### config.mk
export PLATFORM = sky130hd
export DESIGN_NAME = line_alarm_monitor
export DESIGN_NICKNAME = d
export VERILOG_FILES = /design/src/rtl/lam_pkg.sv /design/src/rtl/lam_zero_run.sv /design/src/rtl/lam_ais_window.sv /design/src/rtl/lam_bpv_check.sv /design/src/rtl/lam_status_reg.sv /design/src/rtl/line_alarm_monitor.sv
export SDC_FILE = /design/constraint.sdc
export NUM_CORES = 1
export LEC_CHECK = 0
export BUFFER_PORTS_ARGS = -buffer_cell sky130_fd_sc_hd__buf_2
export CORE_MARGIN = 5
export CORE_UTILIZATION = 47
export CTS_BUF_LIST = sky130_fd_sc_hd__clkbuf_4 sky130_fd_sc_hd__clkbuf_8
export DETAILED_ROUTE_END_ITERATION = 10
export GPL_ROUTABILITY_DRIVEN = 0
export GPL_TIMING_DRIVEN = 0
export PLACE_DENSITY = 0.75
export SYNTH_ARGS = -nofsm -noshare
export SYNTH_HDL_FRONTEND = slang
export SYNTH_SLANG_ARGS = --single-unit
### constraint.sdc
create_clock -name clk -period 7.05 [get_ports clk]
set_clock_uncertainty 0.1 [all_clocks]
set_input_delay 1.41 -clock clk [delete_from_list [all_inputs] [get_ports clk]]
set_output_delay 1.41 -clock clk [all_outputs]
set_load 0.1 [all_outputs]
### src/rtl/lam_pkg.sv
package lam_pkg;
  localparam int ST_W    = 5;
  localparam int ST_ZD   = 0;
  localparam int ST_Z16  = 1;
  localparam int ST_CL   = 2;
  localparam int ST_AIS  = 3;
  localparam int ST_BPV  = 4;

  typedef enum logic [1:0] {
    ARM_IDLE = 2'd0,
    ARM_B    = 2'd1,
    ARM_V    = 2'd2
  } arm_e;
endpackage

### src/rtl/lam_zero_run.sv
module lam_zero_run #(
  parameter int ZD_E1    = 4,
  parameter int ZD_T1    = 8,
  parameter int Z16_LEN  = 16,
  parameter int CL_SHORT = 255,
  parameter int CL_LONG  = 2048,
  parameter int RUN_W    = $clog2(CL_LONG + 1)
) (
  input  logic             clk,
  input  logic             rst_n,
  input  logic             bit_en,
  input  logic             mark,
  input  logic             t1_mode,
  input  logic             alt_cl_limit,
  output logic [RUN_W-1:0] run_cnt,
  output logic             zd_evt,
  output logic             z16_evt,
  output logic             cl_active,
  output logic             cl_evt
);
  logic [RUN_W-1:0] run_q, run_nxt, zd_thr, cl_thr;
  logic             cl_q;

  function automatic logic [RUN_W-1:0] run_step(input logic [RUN_W-1:0] cur,
                                                 input logic mk);
    if (mk)    return '0;
    if (&cur)  return cur;
    return cur + 1'b1;
  endfunction

  always_comb begin
    run_nxt = run_step(run_q, mark);
    zd_thr  = t1_mode ? RUN_W'(ZD_T1) : RUN_W'(ZD_E1);
    cl_thr  = alt_cl_limit ? RUN_W'(CL_LONG) : RUN_W'(CL_SHORT);
  end

  assign zd_evt  = bit_en && !mark && (run_nxt >= zd_thr);
  assign z16_evt = bit_en && !mark && (run_nxt >= RUN_W'(Z16_LEN));
  assign cl_evt  = bit_en && !mark && !cl_q && (run_nxt >= cl_thr);

  always_ff @(posedge clk or negedge rst_n) begin
    if (!rst_n) begin
      run_q <= '0;
      cl_q  <= 1'b0;
    end else if (bit_en) begin
      run_q <= run_nxt;
      if (mark)                  cl_q <= 1'b0;
      else if (run_nxt >= cl_thr) cl_q <= 1'b1;
    end
  end

  assign run_cnt   = run_q;
  assign cl_active = cl_q;
endmodule

### src/rtl/lam_ais_window.sv
module lam_ais_window #(
  parameter int E1_WIN  = 512,
  parameter int T1_WIN  = 4632,
  parameter int E1_MAXZ = 1,
  parameter int T1_MAXZ = 5,
  parameter int WC_W    = $clog2(T1_WIN),
  parameter int ZC_W    = $clog2(T1_MAXZ + 2)
) (
  input  logic clk,
  input  logic rst_n,
  input  logic bit_en,
  input  logic mark,
  input  logic t1_mode,
  output logic ais_active,
  output logic ais_evt
);
  logic [WC_W-1:0] wc_q, wc_last;
  logic [ZC_W-1:0] zc_q, zc_nxt, zc_max;
  logic            mode_q, ais_q, restart, win_end, all_ones;

  function automatic logic [ZC_W-1:0] zc_step(input logic [ZC_W-1:0] cur,
                                               input logic zero);
    if (!zero || (&cur)) return cur;
    return cur + 1'b1;
  endfunction

  always_comb begin
    wc_last  = t1_mode ? WC_W'(T1_WIN - 1) : WC_W'(E1_WIN - 1);
    zc_max   = t1_mode ? ZC_W'(T1_MAXZ) : ZC_W'(E1_MAXZ);
    restart  = (t1_mode != mode_q);
    zc_nxt   = zc_step(zc_q, !mark);
    win_end  = bit_en && !restart && (wc_q == wc_last);
    all_ones = (zc_nxt <= zc_max);
  end

  assign ais_evt = win_end && all_ones;

  always_ff @(posedge clk or negedge rst_n) begin
    if (!rst_n) begin
      wc_q   <= '0;
      zc_q   <= '0;
      mode_q <= 1'b0;
      ais_q  <= 1'b0;
    end else if (restart) begin
      wc_q   <= '0;
      zc_q   <= '0;
      mode_q <= t1_mode;
      ais_q  <= 1'b0;
    end else if (bit_en) begin
      if (win_end) begin
        wc_q  <= '0;
        zc_q  <= '0;
        ais_q <= all_ones;
      end else begin
        wc_q <= wc_q + 1'b1;
        zc_q <= zc_nxt;
      end
    end
  end

  assign ais_active = ais_q;
endmodule

### src/rtl/lam_bpv_check.sv
module lam_bpv_check
  import lam_pkg::*;
#(
  parameter int RUN_W = 12
) (
  input  logic             clk,
  input  logic             rst_n,
  input  logic             bit_en,
  input  logic             mark_pos,
  input  logic             mark_neg,
  input  logic             t1_mode,
  input  logic             zs_aware,
  input  logic [RUN_W-1:0] zeros_before,
  output logic             bpv_evt
);
  logic have_last_q, last_pos_q, mark, pol_pos, viol, excused, e1_ok, t1_ok;
  arm_e arm_q, arm_nxt;

  function automatic logic zeros_is(input logic [RUN_W-1:0] z, input int n);
    return z == RUN_W'(n);
  endfunction

  always_comb begin
    mark    = mark_pos | mark_neg;
    pol_pos = mark_pos;
    viol    = have_last_q && (pol_pos == last_pos_q);
    e1_ok   = zeros_is(zeros_before, 2) || zeros_is(zeros_before, 3);
    t1_ok   = zeros_is(zeros_before, 3) ||
              ((arm_q == ARM_V) && zeros_is(zeros_before, 1));
    excused = zs_aware && viol && (t1_mode ? t1_ok : e1_ok);
    arm_nxt = ARM_IDLE;
    if (t1_mode && excused && zeros_is(zeros_before, 3))
      arm_nxt = ARM_B;
    else if ((arm_q == ARM_B) && !viol && zeros_is(zeros_before, 0))
      arm_nxt = ARM_V;
  end

  assign bpv_evt = bit_en && mark && viol && !excused;

  always_ff @(posedge clk or negedge rst_n) begin
    if (!rst_n) begin
      have_last_q <= 1'b0;
      last_pos_q  <= 1'b0;
      arm_q       <= ARM_IDLE;
    end else if (bit_en && mark) begin
      have_last_q <= 1'b1;
      last_pos_q  <= pol_pos;
      arm_q       <= arm_nxt;
    end
  end
endmodule

### src/rtl/lam_status_reg.sv
module lam_status_reg #(
  parameter int N = 5
) (
  input  logic         clk,
  input  logic         rst_n,
  input  logic [N-1:0] evt,
  input  logic         clr,
  input  logic [N-1:0] enable,
  output logic [N-1:0] status,
  output logic         irq
);
  for (genvar g = 0; g < N; g++) begin : g_bit
    logic bit_q;
    always_ff @(posedge clk or negedge rst_n) begin
      if (!rst_n) bit_q <= 1'b0;
      else        bit_q <= evt[g] | (bit_q & ~clr);
    end
    assign status[g] = bit_q;
  end

  assign irq = |(status & enable);
endmodule

### src/rtl/line_alarm_monitor.sv
module line_alarm_monitor
  import lam_pkg::*;
#(
  parameter int ZD_E1    = 4,
  parameter int ZD_T1    = 8,
  parameter int Z16_LEN  = 16,
  parameter int CL_SHORT = 255,
  parameter int CL_LONG  = 2048,
  parameter int E1_WIN   = 512,
  parameter int T1_WIN   = 4632,
  parameter int E1_MAXZ  = 1,
  parameter int T1_MAXZ  = 5
) (
  input  logic            clk,
  input  logic            rst_n,
  input  logic            bit_en,
  input  logic            mark_pos,
  input  logic            mark_neg,
  input  logic            t1_mode,
  input  logic            zs_aware,
  input  logic            alt_cl_limit,
  input  logic            clr_status,
  input  logic [ST_W-1:0] irq_enable,
  output logic [ST_W-1:0] status,
  output logic            irq,
  output logic            carrier_loss,
  output logic            ais_active,
  output logic            bpv_strobe
);
  localparam int RUN_W = $clog2(CL_LONG + 1);

  logic             mark;
  logic [RUN_W-1:0] run_cnt;
  logic             zd_evt, z16_evt, cl_evt, ais_evt, bpv_evt, bpv_q;
  logic [ST_W-1:0]  events;

  assign mark = mark_pos | mark_neg;

  lam_zero_run #(
    .ZD_E1(ZD_E1), .ZD_T1(ZD_T1), .Z16_LEN(Z16_LEN),
    .CL_SHORT(CL_SHORT), .CL_LONG(CL_LONG), .RUN_W(RUN_W)
  ) u_zero_run (
    .clk(clk), .rst_n(rst_n), .bit_en(bit_en), .mark(mark),
    .t1_mode(t1_mode), .alt_cl_limit(alt_cl_limit),
    .run_cnt(run_cnt), .zd_evt(zd_evt), .z16_evt(z16_evt),
    .cl_active(carrier_loss), .cl_evt(cl_evt)
  );

  lam_ais_window #(
    .E1_WIN(E1_WIN), .T1_WIN(T1_WIN), .E1_MAXZ(E1_MAXZ), .T1_MAXZ(T1_MAXZ)
  ) u_ais (
    .clk(clk), .rst_n(rst_n), .bit_en(bit_en), .mark(mark),
    .t1_mode(t1_mode), .ais_active(ais_active), .ais_evt(ais_evt)
  );

  lam_bpv_check #(.RUN_W(RUN_W)) u_bpv (
    .clk(clk), .rst_n(rst_n), .bit_en(bit_en),
    .mark_pos(mark_pos), .mark_neg(mark_neg),
    .t1_mode(t1_mode), .zs_aware(zs_aware),
    .zeros_before(run_cnt), .bpv_evt(bpv_evt)
  );

  always_comb begin
    events         = '0;
    events[ST_ZD]  = zd_evt;
    events[ST_Z16] = z16_evt;
    events[ST_CL]  = cl_evt;
    events[ST_AIS] = ais_evt;
    events[ST_BPV] = bpv_evt;
  end

  lam_status_reg #(.N(ST_W)) u_status (
    .clk(clk), .rst_n(rst_n), .evt(events), .clr(clr_status),
    .enable(irq_enable), .status(status), .irq(irq)
  );

  always_ff @(posedge clk or negedge rst_n) begin
    if (!rst_n) bpv_q <= 1'b0;
    else        bpv_q <= bpv_evt;
  end
  assign bpv_strobe = bpv_q;

  logic zeros_ge_short;
  assign zeros_ge_short = (run_cnt >= RUN_W'(CL_SHORT));
endmodule

# [Word-level counts from Yosys, hierarchy flattened]
# Cells that the tools add are included.
[word_totals] ff_bits=41 output_inout_bits=9 inputBits=14 latchBits=0 memories=0 rom_bits=0 ramBits=0
[classes] n_reduce_logical=36 shifts=0 eq_ne=8 add_sub_neg=3 muxes=28 n_lt_le_gt_ge=4 multipliers=0 bitwise_logic=13 div_mod_pow=0
[ops] cell="12-bit 2-to-1 mux" count=5
[ops] cell="13-bit 2-to-1 mux" count=4
[ops] cell="12-bit by 2-bit == test with 1-bit output (second input constant)" count=2
[ops] cell="12-bit greater-or-equal comparator" count=2
[ops] cell="1-bit logical AND" count=19
[ops] cell="3-bit 2-to-1 mux" count=6
[ops] cell="13-bit by 1-bit adder with 13-bit output (second input constant)" count=1
[ops] cell="13-bit == test" count=1
[ops] cell="12-bit by 1-bit adder with 12-bit output (second input constant)" count=1
[ops] cell="12-bit by 1-bit == test with 1-bit output (second input constant)" count=1
[ops] cell="12-bit by 5-bit greater-or-equal comparator with 1-bit output (second input constant)" count=1
[ops] cell="12-bit zero test" count=1
[ops] cell="12-bit AND reduction" count=1
[ops] cell="1-bit 2-to-1 mux" count=10
[ops] cell="1-bit OR" count=6
[ops] cell="2-bit nonzero test" count=3
[ops] cell="1-bit bitwise AND" count=5
[ops] cell="5-bit bitwise AND" count=1
[ops] cell="1-bit zero test" count=5
[ops] cell="5-bit OR reduction" count=1
[ops] cell="2-bit 2-to-1 mux" count=2
[ops] cell="4-bit 2-to-1 mux" count=1
[ops] cell="2-bit AND reduction" count=2
[ops] cell="3-bit by 1-bit adder with 3-bit output (second input constant)" count=1
[ops] cell="8 further kinds" count=10

# [Depth between registers and ports, before layout]
# Gate-level depths: netlist of run 1.
[logic_depth] word_depth=8 ltp_mapped=13 depth_no_buf=13

# [Hierarchy]
# From an unflattened synthesis of run 1, not the netlist that was laid out.
[hier_totals] hier_cells=294 hier_area_um2=2885.3
[modules_own_cells] module="lam_zero_run" cells_each=136 seq_area_each_um2=325.3 area_each_um2=1252.5 n_inst=1
[modules_own_cells] module="lam_ais_window" cells_each=109 seq_area_each_um2=450.4 area_each_um2=1087.3 n_inst=1
[modules_own_cells] module="lam_bpv_check" cells_each=28 seq_area_each_um2=100.1 area_each_um2=289.0 n_inst=1
[modules_own_cells] module="lam_status_reg" cells_each=19 seq_area_each_um2=125.1 area_each_um2=225.2 n_inst=1
[modules_own_cells] module="line_alarm_monitor" cells_each=2 seq_area_each_um2=25.0 area_each_um2=31.3 n_inst=1

# [Worst setup path after synthesis of run 1]
# Ideal clock, no wire load.
[synth_path] path_kind="input to output" startpoint="input port irq_enable[3]" endpoint="output port irq" path_buffers=0 setup_slack_ns=3.232 cell_stages=2 arrival_time_ns=2.308 path_cell_list="a222oi_1 > nand2_1"
[synth_via] elab_chain_len=2
[synth_rtl] element="start, declared" line_no="line_alarm_monitor.sv:23" rtl="input logic [ST_W-1:0] irq_enable,"
[synth_rtl] element="5-bit bitwise AND" line_no="lam_status_reg.sv:21" rtl="assign irq = |(status & enable);"
[synth_rtl] element="5-bit OR reduction" line_no="lam_status_reg.sv:21"
[synth_rtl] element="end, declared" line_no="line_alarm_monitor.sv:25" rtl="output logic irq,"
# Every way passes these cells.

# [Final worst setup path of run 1]
# Ends and elaborated chain as after synthesis.

==> reports/qor.txt, run 1 <==
Sum of negative setup slack: 0 ps
Reg-to-Reg Start: u_zero_run.run_cnt[0]$_DFFE_PN0P_
Netlist Area Pre-Place: 2720 µm²
Critical path launch point type: primary input
CTS Hold Bufs: 0
P per Cell Area: 157 nW/µm²
Die area: 7410 µm²
Initial DRC Count: 142
Hold_ws: 375 ps
Measured slew at the worst slew-check pin: 905 ps
Share of cells above drive strength 1: 16.9%
Worst VDD drop: 0.0955 mV
Grt total ovfl: 0
Relative slew margins: 39.7%
HP Class: reg2reg
DIE WIDTH: 86.1 µm
Root Driver: clkbuf_8
Antenna violations before repair: 0
Status: finished clean
H-tree depth: 2
DRT Pass-1 Iters: 4
Setup WS pre-CTS: 3200 ps
Placed cell count: 395
Setup repair bufs after CTS: 0
Final Hold Fails: 0
Final Util: 54.0%
Ys Warns: 0
Vias: 2324
Largest net degree at the start of global routing: 42
Number of clock sinks: 41
Path type of the worst setup path: in2out
Endpoint class of the critical path: output port
Ys flop type: dfrtp_1
Vias per cell: 5.77
Routed WL per cell: 14.8 µm
Hold Crit Start: u_bpv.have_last_q$_DFFE_PN0P_
Sequential share of the synthesized area: 37.7%
Synthesized Nets: 334
Drt drc: 0
RSZ-0062 raised after global routing: no
Mapped Avg Cell Area: 9.04 µm²
Critical-path top delay cell: a222oi_1
Fin nets: 363
Synth unique cells: 55
Die Ht: 86.1 µm
CP top delay family: buffers and inverters
Crit-path cells: buf_2 > a222oi_1 > nand2_1 > buf_2
Worst Setup SP: irq_enable[3]
Worst-path fanout max: 1
Final Non-Filler Cells: 403
CTS tree: built
Num ports: 23
Critical path's largest stage delay: 330 ps
Ant diodes: 0
Timing-limited maximum frequency: 0.268 GHz
WP buf/inv: 2
Starting Density: 48.8%
Flops & latches, synth: 41
Max-cap violations: 0
Critical path data arrival time: 2220 ps
Core area: 5570 µm²
Fillers: 512
Setup ws final: 3320 ps
Number of synthesized flops with an enable pin: 0
Hpwl dp: 4550 µm
Number of port buffers: 22
Required time worst endpoint: 5540 ps
Leak: 1.37 nW
Area occupied by multi-input gates: 1540 µm²
CTS Buf Count: 5
# setup viols final: 0
Routed WL: 5980 µm
GRT Util Overall: 17.6%
Final Cycle Share: 52.9%
Seq. cell area: 1030 µm²
Post-CTS Resized: 0
Async set or reset register ratio after synthesis: 100%
Area delta synth->final: 10.7%
Pins Over Slew Limit: 0
FP Rows: 27
Mapped Cells: 301
Wire length of the first global-routing pass: 10400 µm
Worst-path clk slew: 80 ps
Detail Route Antenna Nets: 0
Clock buffer depth: 2
Vias in the first global route: 2315
Minimum clock period: 3730 ps
CP most frequent cell: buf_2
Clock Latency Late Sink: 300 ps
[cell families (layout without fill, tap and decap cells)]
| group | Yosys count | count (layout) | synth area share [%] |
|---|---|---|---|
| DFF | 41 | 41 | 37.7 |
| AOI/OAI and AO/OA | 65 | 65 | 16.3 |
| xor gates and xnor gates | 15 | 15 | 4.83 |
| adders and majority gates | 19 | 19 | 8.74 |
| muxes | 8 | 8 | 3.22 |
| and+or+nand+nor | 119 | 119 | 23.6 |
| buffers and inverters | 34 | 64 | 5.52 |
[per-stage QoR]
| step | instance area (µm²) | power, mW |
|---|---|---|
| 5_1_grt | 3010 | 0.496 |
| 4_1_cts | 3010 | 0.478 |
| 3_5_place_dp | 2920 | 0.319 |
| 3_3_place_gp | 2920 | 0.318 |
| 2_1_floorplan | 2720 | 0.297 |
| 6_report | 3010 | 0.473 |
[sequential cells by signal, summed over array words and instances (netlist names)]
name and count:
u_ais.wc_q 13, u_zero_run.run_cnt 12, u_status.g_bit.bit_q 5, u_ais.zc_q 3
u_bpv.arm_q 2, bpv_strobe 1, u_ais.ais_active 1, u_ais.mode_q 1
u_bpv.have_last_q 1, u_bpv.last_pos_q 1, u_zero_run.cl_active 1
[final timing paths]
kind / end / slack, ps / cells after the start
min reg2reg: u_bpv.have_last_q$_DFFE_PN0P_ / 370 / 1
min: u_bpv.have_last_q$_DFFE_PN0P_ / 370 / 1
max: irq / 3320 / 4
max reg2reg: u_status.g_bit[2].bit_q$_DFF_PN0_ / 3840 / 12
max in group asynchronous: u_status.g_bit[3].bit_q$_DFF_PN0_ / 5160 / 1
min in group asynchronous: u_zero_run.run_cnt[11]$_DFFE_PN0P_ / 1130 / 1
[cell usage after synthesis (2+ instances only)]
library cell,number,area share (%)
dfrtp_1,41,38
nand2_1,34,4.7
nor2_1,21,2.9
ha_1,19,8.7
inv_1,18,2.5
o21ai_0,17,3.1
a21oi_1,14,2.6
nor3_1,14,2.6
nand4_1,10,2.3
nand3_1,9,1.7
xor2_1,8,2.6
clkbuf_1,7,0.97
xnor2_1,7,2.3
mux2_2,6,2.5
buf_4,5,1.4
a31oi_1,4,0.92
nand2b_1,4,0.92
nor4_1,4,0.92
a211o_1,3,0.97
a21o_1,3,0.83
a22o_1,3,0.97
a41oi_1,3,0.97
and2_1,3,0.69
buf_2,3,0.55
o41ai_1,3,0.97
or2_2,3,0.69
or3_1,3,0.69
mux2i_1,2,0.74
o211ai_1,2,0.55
o21a_1,2,0.55
o22ai_1,2,0.46
[area by class of cell]
type	count	area share [%]
clock inverter	3	0.707
multi-input combinational	226	51.3
timing repair buffer	22	3.66
sequential	41	34.1
tap	72	2.99
buffer	16	2.74
inverter	18	2.24
clock buffer	5	2.29
[metal layers]
metal | wire, µm | share of wire (%) | track usage (%) | vias up
met1 | 2720 | 46 | 22.1 | 1107
met5 | 0 | 0 | 0 | -
met2 | 2840 | 48 | 28.9 | 58
met4 | 162 | 2.7 | 8.20 | 0
met3 | 251 | 4.2 | 3.46 | 14
li1 | - | - | - | 1145
[where the power goes]
part	switching (mW)	internal [mW]	total (mW)
Clock	0.0890	0.0703	0.159
Combinational	0.0495	0.0197	0.0692
Sequential	0.00483	0.240	0.245
[cell usage in the layout, fill, tap and decap left out, types with 10 or more instances in the layout]
master,n
a21oi_1,14
ha_1,19
nand2_1,34
inv_1,18
nor2_1,21
o21ai_0,17
nand4_1,10
buf_2,25
dfrtp_1,41
nor3_1,14
Power figures use the tool's default switching activity.
==> run 2, diff against run 1 <==
ABC_AREA = 1   (was default)
clock period = 3.5 ns   (was 7.05 ns; I/O delays follow)
==> run 2 against run 1 <==
Net effect:
- core utilization up 0.49 points
- total power is 120% higher
- critical path depth grew 14
==> reports/qor.txt, run 2 <==
Sequential share of the synthesized area: 37.8% (about the same)
Worst-path clk slew: 80 ps (about the same)
Netlist Area Pre-Place: 2720 µm² (about the same)
Setup WS pre-CTS: 364 ps (-2830 ps)
Final Cycle Share: 91.3%
Antenna violations before repair: 0 (unchanged)
CTS Buf Count: 5 (unchanged)
Most frequent cells in the layout: 88 x nand2_1, 56 x inv_1, 41 x dfrtp_1
Mapped Avg Cell Area: 7.47 µm² (-17%)
HP Class: reg2reg
Path type of the worst setup path: reg2reg
Endpoint class of the critical path: flop
RSZ-0062 raised after global routing: no
Ant diodes: 0 (unchanged)
Hpwl dp: 4390 µm (-3.5%)
Commonest cells in the synthesized netlist: 88 x nand2_1, 56 x inv_1, 41 x dfrtp_1
Worst-path fanout max: 10 (+9)
Ys Warns: 0 (unchanged)
Async set or reset register ratio after synthesis: 100% (unchanged)
Wire length of the first global-routing pass: 9770 µm (-6.2%)
Measured slew at the worst slew-check pin: 907 ps (+2.51 ps)
Fin area: 3040 µm² (+0.91%)
DRT Pass-1 Iters: 4 (unchanged)
Die area: 7400 µm² (about the same)
Number of port buffers: 22 (unchanged)
Starting Density: 48.8% (about the same)
Core area: 5570 µm² (unchanged)
Relative slew margins: 39.5% (-0.17 points)
Num ports: 23 (unchanged)
Critical path's largest stage delay: 470 ps (+140 ps)
Initial DRC Count: 232 (+63%)
Fin nets: 426 (+17%)
Synth unique cells: 37 (-33%)
Minimum clock period: 3200 ps
Vias in the first global route: 2164 (-6.5%)
Detail Route Antenna Nets: 0 (unchanged)
Pins Over Slew Limit: 0 (unchanged)
H-tree depth: 2 (unchanged)
Sum of negative setup slack: 0 ps (unchanged)
Max FFs per register: 13 (unchanged)
Max-cap violations: 0 (unchanged)
Area delta synth->final: 11.8%
Leak: 1.54 nW (+13%)
Total chip power: 1.05 mW (+120%)
Flops & latches, synth: 41 (unchanged)
# setup viols final: 0 (unchanged)
Final Util: 54.5% (+0.49 points)
CP most frequent cell: nand2_1
Clock buffer depth: 2 (unchanged)
DIE WIDTH: 86.0 µm (about the same)
Crit-path cells: ha_1 > nand2_1 > nor2_2 > nand3_2 > nand2_1 > nor2_1 > nor3_1 > ha_1 > nand2_1 > nand2_1 > nand2_1 > nand2_1 > a21oi_1 > nand2_1 > nand2_1 > nand2_1 > nand2_1 > a21oi_2
Ys flop type: dfrtp_1
Setup repair bufs after CTS: 0 (unchanged)
Setup ws final: 305 ps (-3010 ps)
Largest Register: u_ais.wc_q
Final Hold Fails: 0 (unchanged)
Share of cells above drive strength 1: 14.7% (-2.2 points)
Number of synthesized flops with an enable pin: 0 (unchanged)
CTS tree: built
Fillers: 509 (-0.59%)
Worst VDD drop: 0.190 mV (+99%)
Timing-limited maximum frequency: 0.313 GHz
Grt total ovfl: 0 (unchanged)
Vias: 2436 (+4.8%)
Critical path launch point type: flop
Setup slack, reg-to-reg: 300 ps (-3540 ps)
GRT Util Overall: 16.4% (-1.2 points)
Routed WL: 5730 µm (-4.2%)
Vias per cell: 5.23 (-9.4%)
CTS Hold Bufs: 0 (unchanged)
Root Driver: clkbuf_8
Number of clock sinks: 41 (unchanged)
Mapped Cells: 364 (+21%)
Drt drc: 0 (unchanged)
Most common cell after layout, fill and taps aside: nand2_1
Count leader, synth: nand2_1
FP Rows: 27 (unchanged)
Top cell type by total area after synthesis: dfrtp_1
Routed WL per cell: 12.3 µm (-17%)
Synth top area share: 37.8% (about the same)
CP top delay family: simple AND/OR/NAND/NOR gates
Post-CTS Resized: 0 (unchanged)
P per Cell Area: 345 nW/µm² (+120%)
Status: finished clean
Clock Latency Late Sink: 290 ps (about the same)
Area contributors post-synth: dfrtp_1 38%, nand2_1 12%, ha_1 8.7%
Synthesized Nets: 397 (+19%)
Placed cell areas: 2920 µm² (about the same)
WP buf/inv: 0 (-2)
Required time worst endpoint: 3570 ps (-1970 ps)
Die Ht: 86.0 µm (about the same)
Critical path data arrival time: 3260 ps (+1040 ps)
Largest net degree at the start of global routing: 42 (unchanged)
Critical-path top delay cell: dfrtp_1
[run 2: cell types whose count changed in the layout (fill, tap and decap cells not counted), moves of 4 or more]
cell / change
a21oi_1: +4
a31oi_1: -4
clkbuf_1: -5
inv_1: +38
mux2_2: -6
nand2_1: +54
nand2b_1: -4
nand3_1: +4
o21ai_0: +20
xnor2_1: -6
xor2_1: -5
[run 2: through the flow]
step | std cells | hold slack [ps]
5_1_grt | 466 | 402
4_1_cts | 466 | 374
2_1_floorplan | 364 | 304
3_5_place_dp | 458 | 348
3_3_place_gp | 458 | 351
6_report | 466 | 371
[run 2: worst paths after layout]
check,start,cells after the start,end
setup / recovery,u_zero_run.run_cnt[0]$_DFFE_PN0P_,18,u_zero_run.cl_active$_DFFE_PN0P_
hold / removal,u_bpv.have_last_q$_DFFE_PN0P_,1,u_bpv.have_last_q$_DFFE_PN0P_
setup reg to reg,u_zero_run.run_cnt[0]$_DFFE_PN0P_,18,u_zero_run.cl_active$_DFFE_PN0P_
hold reg to reg,u_bpv.have_last_q$_DFFE_PN0P_,1,u_bpv.have_last_q$_DFFE_PN0P_
max in group asynchronous,rst_n,1,bpv_strobe$_DFF_PN0_
min in group asynchronous,rst_n,1,u_zero_run.run_cnt[10]$_DFFE_PN0P_
[run 2: cells by family (layout without fill, tap and decap cells)]
group / after synthesis / after routing / synth area share (%)
simple gates: 161 / 161 / 27.5
fa+ha+maj: 19 / 19 / 8.75
flops: 41 / 41 / 37.8
xor+xnor: 5 / 5 / 1.89
buf+inv: 69 / 99 / 10.5
compound gates: 69 / 69 / 13.7
[run 2: routing by layer]
metal | up-vias | GRT usage, % | routed length [µm] | share of wire [%]
li1 | 1248 | - | - | -
met1 | 1122 | 22.3 | 2730 | 48
met2 | 58 | 26.3 | 2580 | 45
met3 | 8 | 2.88 | 324 | 5.7
met4 | 0 | 5.32 | 92 | 1.6
met5 | - | 0 | 0 | 0
[run 2: report_power, final]
part	internal (mW)	switching (mW)	leakage [nW]	total, mW
registers	0.487	0.0110	0.555	0.498
logic	0.0407	0.109	0.927	0.150
clock network	0.240	0.161	0.0619	0.402
[run 2: cell type report]
type | instances | area, µm² | share of cell area (%)
Buffer | 10 | 62.6 | 2.06
Clock buffer | 7 | 90.1 | 2.97
Clock inverter | 1 | 30.0 | 0.988
Inverter | 59 | 221 | 7.29
Multi-Input combinational cell | 254 | 1410 | 46.3
Sequential cell | 41 | 1030 | 33.8
Tap cell | 72 | 90.1 | 2.97
Timing Repair Buffer | 22 | 110 | 3.62
